`src/rtl/pwc_pkg.sv`:
```
package pwc_pkg;
    parameter int VA_W    = 48;
    parameter int PA_W    = 40;
    parameter int LINE_SH = 6;
    parameter int PG_SH   = 12;
    parameter int IDX_W   = 9;
    parameter int LVL_MIN = 2;
    parameter int LVL_MAX = 4;
    parameter int LVL_W   = 3;

    localparam int TAG_LO = PG_SH + IDX_W * (LVL_MIN - 1);
    localparam int TAG_W  = VA_W - TAG_LO;
    localparam int LINE_W = PA_W - LINE_SH;

    typedef logic [TAG_W-1:0]  tag_t;
    typedef logic [LVL_W-1:0]  lvl_t;
    typedef logic [PA_W-1:0]   pa_t;
    typedef logic [LINE_W-1:0] line_t;

    typedef enum logic {ENT_EMPTY, ENT_LIVE} ent_st_e;

    typedef struct packed {
        lvl_t  lvl;
        tag_t  tag;
        pa_t   base;
        line_t src;
    } ent_t;

    // Bits of the tag that take part in the compare for an entry of level l.
    function automatic tag_t lvl_mask(lvl_t l);
        tag_t m;
        m = '1;
        for (int i = 0; i < TAG_W; i++) begin
            if (i < IDX_W * (int'(l) - LVL_MIN)) m[i] = 1'b0;
        end
        return m;
    endfunction

    function automatic logic tag_eq(tag_t a, tag_t b, lvl_t l);
        return ((a ^ b) & lvl_mask(l)) == '0;
    endfunction
endpackage

```
`src/rtl/pwc_entry.sv`:
```
module pwc_entry
    import pwc_pkg::*;
(
    input  logic  clk,
    input  logic  rst_n,
    input  logic  flush_all,
    input  logic  fill_we,
    input  ent_t  fill_d,
    input  logic  sn_valid,
    input  line_t sn_line,
    input  logic  inv_valid,
    input  tag_t  inv_tag,
    input  tag_t  lk_tag,
    input  tag_t  fl_tag,
    input  lvl_t  fl_lvl,
    output logic  live,
    output logic  lk_match,
    output logic  dup_match,
    output ent_t  q
);
    ent_st_e st, st_nxt;
    logic snp_hit, inv_hit;

    assign live    = (st == ENT_LIVE);
    assign snp_hit = live && sn_valid && (q.src == sn_line);
    assign inv_hit = live && inv_valid && tag_eq(q.tag, inv_tag, q.lvl);

    always_comb begin
        st_nxt = st;
        unique case (st)
            ENT_EMPTY: if (fill_we && !flush_all) st_nxt = ENT_LIVE;      // install
            ENT_LIVE: begin
                if (flush_all)               st_nxt = ENT_EMPTY;          // flush
                else if (fill_we)            st_nxt = ENT_LIVE;           // reload
                else if (snp_hit || inv_hit) st_nxt = ENT_EMPTY;          // snoop / address kill
            end
            default: st_nxt = ENT_EMPTY;
        endcase
    end

    always_ff @(posedge clk) begin
        if (!rst_n) st <= ENT_EMPTY;
        else        st <= st_nxt;
    end

    always_ff @(posedge clk) begin
        if (!rst_n)       q <= '0;
        else if (fill_we) q <= fill_d;
    end

    always_comb begin
        lk_match  = live && !snp_hit && tag_eq(q.tag, lk_tag, q.lvl);
        dup_match = live && (q.lvl == fl_lvl) && tag_eq(q.tag, fl_tag, q.lvl);
    end

    a_r5_snoop_kill: assert property (@(posedge clk) disable iff (!rst_n)
        (snp_hit && !fill_we) |=> (st == ENT_EMPTY));
    a_r8_flush_slot: assert property (@(posedge clk) disable iff (!rst_n)
        flush_all |=> (st == ENT_EMPTY));
endmodule

```
`src/rtl/pwc_rr.sv`:
```
module pwc_rr #(
    parameter int N = 8
) (
    input  logic         clk,
    input  logic         rst_n,
    input  logic         adv,
    output logic [N-1:0] victim
);
    localparam int PW = (N > 1) ? $clog2(N) : 1;
    logic [PW-1:0] ptr;

    always_ff @(posedge clk) begin
        if (!rst_n)                      ptr <= '0;
        else if (adv && ptr == PW'(N-1)) ptr <= '0;
        else if (adv)                    ptr <= ptr + 1'b1;
    end

    always_comb begin
        victim = '0;
        victim[ptr] = 1'b1;
    end

    a_r11_ptr_hold: assert property (@(posedge clk) disable iff (!rst_n)
        !adv |=> $stable(ptr));
    a_r10_ptr_range: assert property (@(posedge clk) disable iff (!rst_n)
        ptr <= PW'(N-1));
endmodule

```
`src/rtl/pwc_pick.sv`:
```
module pwc_pick
    import pwc_pkg::*;
#(
    parameter int N = 8
) (
    input  logic [N-1:0] match,
    input  ent_t         ents [N],
    output logic         hit,
    output ent_t         sel
);
    // Deepest level (smallest number) wins; lowest slot breaks a tie.
    always_comb begin
        hit = 1'b0;
        sel = '0;
        for (int i = 0; i < N; i++) begin
            if (match[i] && (!hit || ents[i].lvl < sel.lvl)) begin
                hit = 1'b1;
                sel = ents[i];
            end
        end
    end
endmodule

```
`src/rtl/pwc_dir_cache.sv`:
```
module pwc_dir_cache
    import pwc_pkg::*;
#(
    parameter int N_ENT = 8
) (
    input  logic            clk,
    input  logic            rst_n,
    input  logic            lk_valid,
    input  logic [VA_W-1:0] lk_va,
    output logic            lk_hit,
    output logic [LVL_W-1:0] lk_level,
    output logic [PA_W-1:0] lk_base,
    input  logic            fl_valid,
    input  logic [LVL_W-1:0] fl_level,
    input  logic [VA_W-1:0] fl_va,
    input  logic [PA_W-1:0] fl_base,
    input  logic [PA_W-1:0] fl_src,
    input  logic            sn_valid,
    input  logic [PA_W-1:0] sn_addr,
    input  logic            root_wr,
    input  logic            inv_valid,
    input  logic [VA_W-1:0] inv_va
);
    tag_t  lk_tag, fl_tag, inv_tag;
    line_t sn_line, fl_line;
    logic  fill_ok, any_dup;
    logic [N_ENT-1:0] live_v, lk_m, dup_v, dup_first, victim, fill_we;
    ent_t  ents [N_ENT];
    ent_t  fill_d, sel;
    logic  pick_hit;

    assign lk_tag  = lk_va[VA_W-1:TAG_LO];
    assign fl_tag  = fl_va[VA_W-1:TAG_LO];
    assign inv_tag = inv_va[VA_W-1:TAG_LO];
    assign sn_line = sn_addr[PA_W-1:LINE_SH];
    assign fl_line = fl_src[PA_W-1:LINE_SH];
    assign fill_d  = '{lvl: fl_level, tag: fl_tag, base: fl_base, src: fl_line};

    // A fill loses to a flush, to a snoop of its own source line, and to an
    // invalidate that covers its prefix.
    assign fill_ok = fl_valid && !root_wr
                  && !(sn_valid && fl_line == sn_line)
                  && !(inv_valid && tag_eq(fl_tag, inv_tag, fl_level));

    always_comb begin
        dup_first = '0;
        any_dup   = 1'b0;
        for (int i = 0; i < N_ENT; i++) begin
            if (dup_v[i] && !any_dup) begin
                dup_first[i] = 1'b1;
                any_dup      = 1'b1;
            end
        end
        fill_we = fill_ok ? (any_dup ? dup_first : victim) : '0;
    end

    pwc_rr #(.N(N_ENT)) u_rr (
        .clk(clk), .rst_n(rst_n), .adv(fill_ok && !any_dup), .victim(victim)
    );

    for (genvar g = 0; g < N_ENT; g++) begin : g_ent
        pwc_entry u_ent (
            .clk(clk), .rst_n(rst_n), .flush_all(root_wr),
            .fill_we(fill_we[g]), .fill_d(fill_d),
            .sn_valid(sn_valid), .sn_line(sn_line),
            .inv_valid(inv_valid), .inv_tag(inv_tag),
            .lk_tag(lk_tag), .fl_tag(fl_tag), .fl_lvl(fl_level),
            .live(live_v[g]), .lk_match(lk_m[g]), .dup_match(dup_v[g]),
            .q(ents[g])
        );
    end

    pwc_pick #(.N(N_ENT)) u_pick (
        .match(lk_valid ? lk_m : '0), .ents(ents), .hit(pick_hit), .sel(sel)
    );

    assign lk_hit   = lk_valid && pick_hit;
    assign lk_level = sel.lvl;
    assign lk_base  = sel.base;

    logic unused_bits;
    assign unused_bits = ^{lk_va[TAG_LO-1:0], fl_va[TAG_LO-1:0], inv_va[TAG_LO-1:0],
                           sn_addr[LINE_SH-1:0], fl_src[LINE_SH-1:0], sel.tag};

    a_r6_snoop_masks_hit: assert property (@(posedge clk) disable iff (!rst_n)
        (lk_hit && sn_valid) |-> (sel.src != sn_line));
    a_r2_level_range: assert property (@(posedge clk) disable iff (!rst_n)
        lk_hit |-> (lk_level >= LVL_W'(LVL_MIN) && lk_level <= LVL_W'(LVL_MAX)));
    a_r8_flush_all: assert property (@(posedge clk) disable iff (!rst_n)
        root_wr |=> (live_v == '0));
    a_r1_reset_empty: assert property (@(posedge clk)
        !rst_n |=> (live_v == '0));
endmodule

```
`config.mk`:
```
export PLATFORM = sky130hd
export DESIGN_NAME = pwc_dir_cache
export DESIGN_NICKNAME = d
export VERILOG_FILES = /design/src/rtl/pwc_pkg.sv /design/src/rtl/pwc_entry.sv /design/src/rtl/pwc_rr.sv /design/src/rtl/pwc_pick.sv /design/src/rtl/pwc_dir_cache.sv
export SDC_FILE = /design/constraint.sdc
export NUM_CORES = 2
export LEC_CHECK = 0
export BUFFER_PORTS_ARGS = -buffer_cell sky130_fd_sc_hd__buf_4
export CAP_MARGIN = 10
export CORE_MARGIN = 2
export CORE_UTILIZATION = 35
export DETAILED_ROUTE_END_ITERATION = 12
export GPL_TIMING_DRIVEN = 0
export PLACE_DENSITY = 0.51
export SYNTH_ARGS = -nofsm -noshare
export SYNTH_HDL_FRONTEND = slang
export SYNTH_HIERARCHICAL = 1
export SYNTH_SLANG_ARGS = --single-unit
export TNS_END_PERCENT = 100
```
`constraint.sdc`:
```
create_clock -name clk -period 15.8 [get_ports clk]
set_input_delay 1.58 -clock clk [delete_from_list [all_inputs] [get_ports clk]]
set_output_delay 1.58 -clock clk [all_outputs]
set_load 0.02 [all_outputs]
```
# Word-level counts from Yosys, hierarchy flattened
# Index checks and enable logic that the tools add are counted.
dict set report totals {
  mem_count 0
  latchBits 0
  regBits 843
  rom_bits 0
  wordCells 870
  output_inout_bits 44
  ramBits 0
}
dict set report classes {
  order_cmp 252
  shifts 0
  multipliers 9
  eq_ne 18
  div_mod_pow 0
  add_sub_neg 10
  bitwise_logic 59
  mux 319
  reduce_logical 162
}
# op count
set op_table {}
lappend op_table {{$lt A6 B32 Y1 const A} 88}
lappend op_table {{$lt A5 B32 Y1 const A} 64}
lappend op_table {{$lt A4 B32 Y1 const A} 32}
lappend op_table {{$mux W104} 8}
lappend op_table {{$and A27 B27 Y27} 25}
lappend op_table {{$logic_not A27 Y1} 25}
lappend op_table {{$xor A27 B27 Y27} 25}
lappend op_table {{$lt A3 B32 Y1 const A} 16}
lappend op_table {{$eq A34 B34 Y1} 9}
lappend op_table {{$mux W1} 299}
lappend op_table {{$lt A1 B32 Y1 const A} 8}
lappend op_table {{$lt A2 B32 Y1 const A} 8}
lappend op_table {{$mul A5 B32 Y32 const A} 8}
lappend op_table {{$lt A6 B9 Y1 const A} 11}
lappend op_table {{$logic_and A1 B1 Y1} 95}
lappend op_table {{$lt A5 B9 Y1 const A} 8}
lappend op_table {{$lt A4 B9 Y1 const A} 4}
lappend op_table {{$sub A3 B2 Y4 const B} 9}
lappend op_table {{$logic_not A1 Y1} 26}
lappend op_table {{$eq A3 B3 Y1} 8}
lappend op_table {{$mux W8} 3}
lappend op_table {{$lt A3 B3 Y1} 7}
lappend op_table {{$lt A3 B9 Y1 const A} 2}
lappend op_table {{$pmux W1 S2} 8}
lappend op_table {{other kinds (11)} 33}

# Longest topological paths before layout
dict set report depth {
  depth_word 38
  ltp_mapped 46
}

# Modules after synthesis
# Netlist, hierarchy kept.
# module n_inst area_each_um2 cells_each
set modules_own_cells {}
lappend modules_own_cells {pwc_entry 8 5896.9 606}
lappend modules_own_cells {pwc_pick 1 8520.7 1430}
lappend modules_own_cells {pwc_dir_cache 1 1298.7 181}
lappend modules_own_cells {pwc_rr 1 217.7 23}

# Least setup slack after synthesis
# OpenSTA, ideal clock, no wires.
dict set report synth_path {
  path_kind {input port to output port}
  start {input lk_va[38]}
  end {output lk_level[0]}
  cell_stages 41
  slack_ns 4.227
  t_required_ns 14.220
  t_arrival_ns 9.993
  path_cell_list {xor2_1 -> nor4_1 -> a21oi_1 -> a2111oi_4 -> nand3_2 -> nor4_2 -> and2_1 -> buf_2 -> and2_1 -> inv_1 -> ha_1 -> and2_1 -> a31oi_1 -> a32oi_1 -> maj3_1 -> a211o_1 -> o31a_1 -> o211ai_2 -> [... 5 more ...] -> buf_2 -> buf_2 -> mux2_2 -> inv_1 -> ha_1 -> or2_2 -> a21oi_1 -> a21oi_2 -> buf_2 -> buf_2 -> mux2i_1 -> ha_1 -> o21ai_0 -> nand2_1 -> o41ai_4 -> buf_6 -> buf_6 -> mux2i_1}
}
dict set report synth_via {
  elab_chain_len 34
  elab_cells_between_ends 76
}
# item line_no
set synth_lines {}
lappend synth_lines {{from (decl)} pwc_dir_cache.sv:9} ;# input logic [VA_W-1:0] lk_va,
lappend synth_lines {{$xor A27 B27 Y27 (*)} pwc_pkg.sv:40} ;# return ((a ^ b) & lvl_mask(l)) == '0;
lappend synth_lines {{$and A27 B27 Y27 (*)} pwc_pkg.sv:40}
lappend synth_lines {{$logic_not A27 Y1 (*)} pwc_pkg.sv:40}
lappend synth_lines {{$logic_and A1 B1 Y1 (*)} pwc_entry.sv:52} ;# lk_match = live && !snp_hit && tag_eq(q.tag, lk_tag, q.lvl);
lappend synth_lines {{net lk_m[0]} pwc_dir_cache.sv:27} ;# logic [N_ENT-1:0] live_v, lk_m, dup_v, dup_first, victim, fill_we;
lappend synth_lines {{$mux W8 (*)} pwc_dir_cache.sv:74} ;# .match(lk_valid ? lk_m : '0), .ents(ents), .hit(pick_hit), .sel(sel)
lappend synth_lines {{$mux W104 / $mux W1 (equally long branches)} pwc_pick.sv:16} ;# if (match[i] && (!hit || ents[i].lvl < sel.lvl)) begin
lappend synth_lines {{$lt A3 B3 Y1 / $logic_not A1 Y1 (equally long branches)} pwc_pick.sv:16}
lappend synth_lines {{[... 19 more ...]} --}
lappend synth_lines {{$lt A3 B3 Y1 / $logic_not A1 Y1 (equally long branches)} pwc_pick.sv:16}
lappend synth_lines {{$logic_or A1 B1 Y1} pwc_pick.sv:16}
lappend synth_lines {{$logic_and A1 B1 Y1} pwc_pick.sv:16}
lappend synth_lines {{$mux W104 / $mux W1 (equally long branches)} pwc_pick.sv:16}
lappend synth_lines {{$lt A3 B3 Y1 / $logic_not A1 Y1 (equally long branches)} pwc_pick.sv:16}
lappend synth_lines {{$logic_or A1 B1 Y1} pwc_pick.sv:16}
lappend synth_lines {{$logic_and A1 B1 Y1} pwc_pick.sv:16}
lappend synth_lines {{$mux W104 (*)} pwc_pick.sv:16}
lappend synth_lines {{to (decl)} pwc_dir_cache.sv:11} ;# output logic [LVL_W-1:0] lk_level,
# The timed path passes the listed nets; every way through them passes the cells marked *.

# Worst setup path in the final report
dict set report layout_path {
  start {input sn_addr[21]}
  end {output lk_base[39]}
}
dict set report layout_via {
  elab_chain_len 35
  elab_cells_between_ends 84
}
# item line_no
set layout_lines {}
lappend layout_lines {{from (decl)} pwc_dir_cache.sv:19} ;# input logic [PA_W-1:0] sn_addr,
lappend layout_lines {{$eq A34 B34 Y1 (*)} pwc_entry.sv:25} ;# assign snp_hit = live && sn_valid && (q.src == sn_line);
lappend layout_lines {{$logic_and A1 B1 Y1 (*)} pwc_entry.sv:25}
lappend layout_lines {{$logic_not A1 Y1 (*)} pwc_entry.sv:52}
lappend layout_lines {{$logic_and A1 B1 Y1 (*) (2 in series)} pwc_entry.sv:52}
lappend layout_lines {{net lk_m[0]} pwc_dir_cache.sv:27}
lappend layout_lines {{$mux W8 (*)} pwc_dir_cache.sv:74}
lappend layout_lines {{$mux W104 / $mux W1 (equally long branches)} pwc_pick.sv:16}
lappend layout_lines {{$lt A3 B3 Y1 / $logic_not A1 Y1 (equally long branches)} pwc_pick.sv:16}
lappend layout_lines {{[... 19 more ...]} --}
lappend layout_lines {{$lt A3 B3 Y1 / $logic_not A1 Y1 (equally long branches)} pwc_pick.sv:16}
lappend layout_lines {{$logic_or A1 B1 Y1} pwc_pick.sv:16}
lappend layout_lines {{$logic_and A1 B1 Y1} pwc_pick.sv:16}
lappend layout_lines {{$mux W104 / $mux W1 (equally long branches)} pwc_pick.sv:16}
lappend layout_lines {{$lt A3 B3 Y1 / $logic_not A1 Y1 (equally long branches)} pwc_pick.sv:16}
lappend layout_lines {{$logic_or A1 B1 Y1} pwc_pick.sv:16}
lappend layout_lines {{$logic_and A1 B1 Y1} pwc_pick.sv:16}
lappend layout_lines {{$mux W104 (*)} pwc_pick.sv:16}
lappend layout_lines {{to (decl)} pwc_dir_cache.sv:12} ;# output logic [PA_W-1:0] lk_base,
# Marked as above.

==> flow_metrics.py <==
metrics = {
    "clock_tree": {
        "postCtsSetupBuffers": 0,
        "ctsLongestPathBuffers": 3,
        "cts_tree": "yes",
        "cts_buffers": 98,
        "postCtsResizedCells": 0,
        "clock-root-buffer": "clkbuf_16",
        "cts.sinks": 843,
        "worstSkewPairLatency_ps": 740,
        "cts.clk_slew.worst_paths_ps": 60,
        "h-tree-depth": 3,
        "hold_buffers": 0,
    },
    "timing": {
        "fin_crit_ps": 15190,
        "hold_viol": 0,
        "setup_tns_ps": 0,
        "slew_headroom": 0.0807,
        "rsz0062_at_grt": "false",
        "max_freq_ghz": 0.0658,
        "post-route-period-util": 0.961,
        "worstMarginPinSlew_ps": 1380,
        "slew_violations": 0,
        "finalSetupViolations": 0,
        "finalClockSkew_ps": 48.6,
    },
    "grt": {
        "grt_overflow": 0,
        "grt_pass1_vias": 41800,
        "antenna_found_initial": 13,
        "grt_pass1_wl_um": 303000,
        "grt_start_max_net_pins": 53,
        "track_usage": 0.271,
    },
    "route": {
        "drt_first_pass_iters": 5,
        "vias": 43600,
        "wl_met1_um": 97600,
        "vias_per_cell": 5.32,
        "ant_nets": 0,
        "wl_per_cell_um": 26.3,
        "drc": 0,
        "wl_met2_um": 94500,
        "wl_met3_um": 15300,
        "top_layer": "met5",
        "first_iter_violations": 3621,
        "wl_um": 215000,
    },
    "power": {
        "p_leak_nw": 20.7,
        "powerDensity_mw_per_mm2": 85.6,
        "p_switching_w": 0.00142,
        "swShare": 0.272,
        "p_int_w": 0.00379,
        "ir_worst_vdd_uv": 88.9,
        "p_seq_frac": 0.417,
        "p_comb_frac": 0.120,
        "pwr-share-clk": 0.463,
    },
    "worst_setup_path": {
        "cp_common_cell": "buf_2",
        "worst-setup-path-type": "input pin to output port",
        "cp_slowest_stage_delay_ps": 1090,
        "cp-startpoint": "sn_addr[21]",
        "critPathSlowestCell": "o31ai_1",
        "startpoint_type": "input pin",
        "endpoint_kind": "output port",
        "reg2reg_from": "g_ent[0].u_ent/q[102]$_SDFFE_PN0P_",
        "reg2reg_slack_ps": 9070,
        "worstPathRequired_ps": 14220,
        "cp.arrival_ps": 13610,
        "critical_path.max_fanout": 10,
    },
    "cells_and_area": {
        "utilization": 0.406,
        "fin_area_sq_mm": 0.0608,
        "area_growth_pct": 15.0,
        "finalNetCount": 6430,
        "final_cell_mix": "nor2b_1 (847), dfxtp_1 (843), mux2i_1 (839), xnor2_1 (523), xor2_1 (496)",
        "drive_gt1_frac": 0.116,
        "final_common_cell": "nor2b_1",
        "fillCellCount": 15100,
    },
    "hold_path": {
        "hp-start": "g_ent[4].u_ent/q[57]$_SDFFE_PN0P_",
        "hp-class": "register to register",
    },
    "die": {
        "initial_utilization": 0.353,
        "rows": 142,
        "die-width_um": 393,
        "dieArea_sq_mm": 0.154,
        "ioPinCount": 318,
        "core_region_area_sq_mm": 0.150,
        "die_h_um": 393,
    },
    "yosys": {
        "avgSynthCellArea_sq_um": 9.21,
        "syn_area_sq_mm": 0.0529,
        "syn_inst": 5747,
        "syn_nets": 6074,
        "yosys_warnings": 6,
    },
    "place": {
        "hpwl_um": 155000,
        "port_buffers": 242,
        "place.gp.congestion": 0.954,
        "placed_area_sq_mm": 0.0574,
    },
    "job": {
        "drv_cap": 0,
    },
    "outcome": {
        "status": "finished clean",
    },
}
==> registers in the layout (all words and copies together), names as in the netlist <==
register	flops
u_rr/ptr	3
g_ent.u_ent/q	832
g_ent.u_ent/live	8
==> power groups by stage <==
stage	Clock, W	Sequential [W]	Combinational (W)
after CTS	0.00246	0.00217	0.000615
final	0.00241	0.00217	0.000627
after global placement	0	0.00222	0.000610
after floorplan	0	0.00221	0.000304
after detailed placement	0	0.00222	0.000613
after global routing	0.00254	0.00217	0.000655
==> area by class of cell <==
class                   instances  area, sq um  area share
clock buffers                 137         2800      0.0460
well taps                    2016         2520      0.0415
clock inverters                39          568     0.00934
flip-flops and latches        843        16900       0.277
repair buffers                256         2000      0.0329
plain buffers                 349         1570      0.0258
inverters                      77          289     0.00475
diodes                          6         15.0    0.000247
multi-input cells            4478        34200       0.562
==> through the flow <==
step                      worst slack (ps)  total power (W)  hold WS [ps]  std cells
after detailed placement              1220          0.00283           495       8019
after CTS                             1170          0.00525           512       8195
after floorplan                       4650          0.00251           477       5747
after global placement                1190          0.00283           489       8005
after global routing                   816          0.00537           528       8196
final                                  609          0.00521           508       8201
==> worst paths after layout <==
kind / to / depth (start not counted)
max: lk_base[39] / 42
min: g_ent[4].u_ent/q[57]$_SDFFE_PN0P_ / 2
max reg2reg: g_ent[1].u_ent/q[75]$_SDFFE_PN0P_ / 21
min reg2reg: g_ent[4].u_ent/q[57]$_SDFFE_PN0P_ / 2
==> worst max-delay path: cells and delay by family <==
kind | cells | cell delay (ps)
muxes | 5 | 1690
xor gates and xnor gates | 1 | 170
and+or+nand+nor | 11 | 3660
AOI/OAI and AO/OA | 11 | 3660
adders and majority gates | 3 | 660
buffers and inverters | 11 | 2170
==> metal layers <==
| layer | global-route usage | vias to the layer above |
|---|---|---|
| li1 | - | 20500 |
| met1 | 0.375 | 21200 |
| met2 | 0.424 | 1541 |
| met3 | 0.0398 | 327 |
| met4 | 0.0979 | 10 |
| met5 | 0 | - |
No activity file was read; power rests on OpenSTA's default activity.
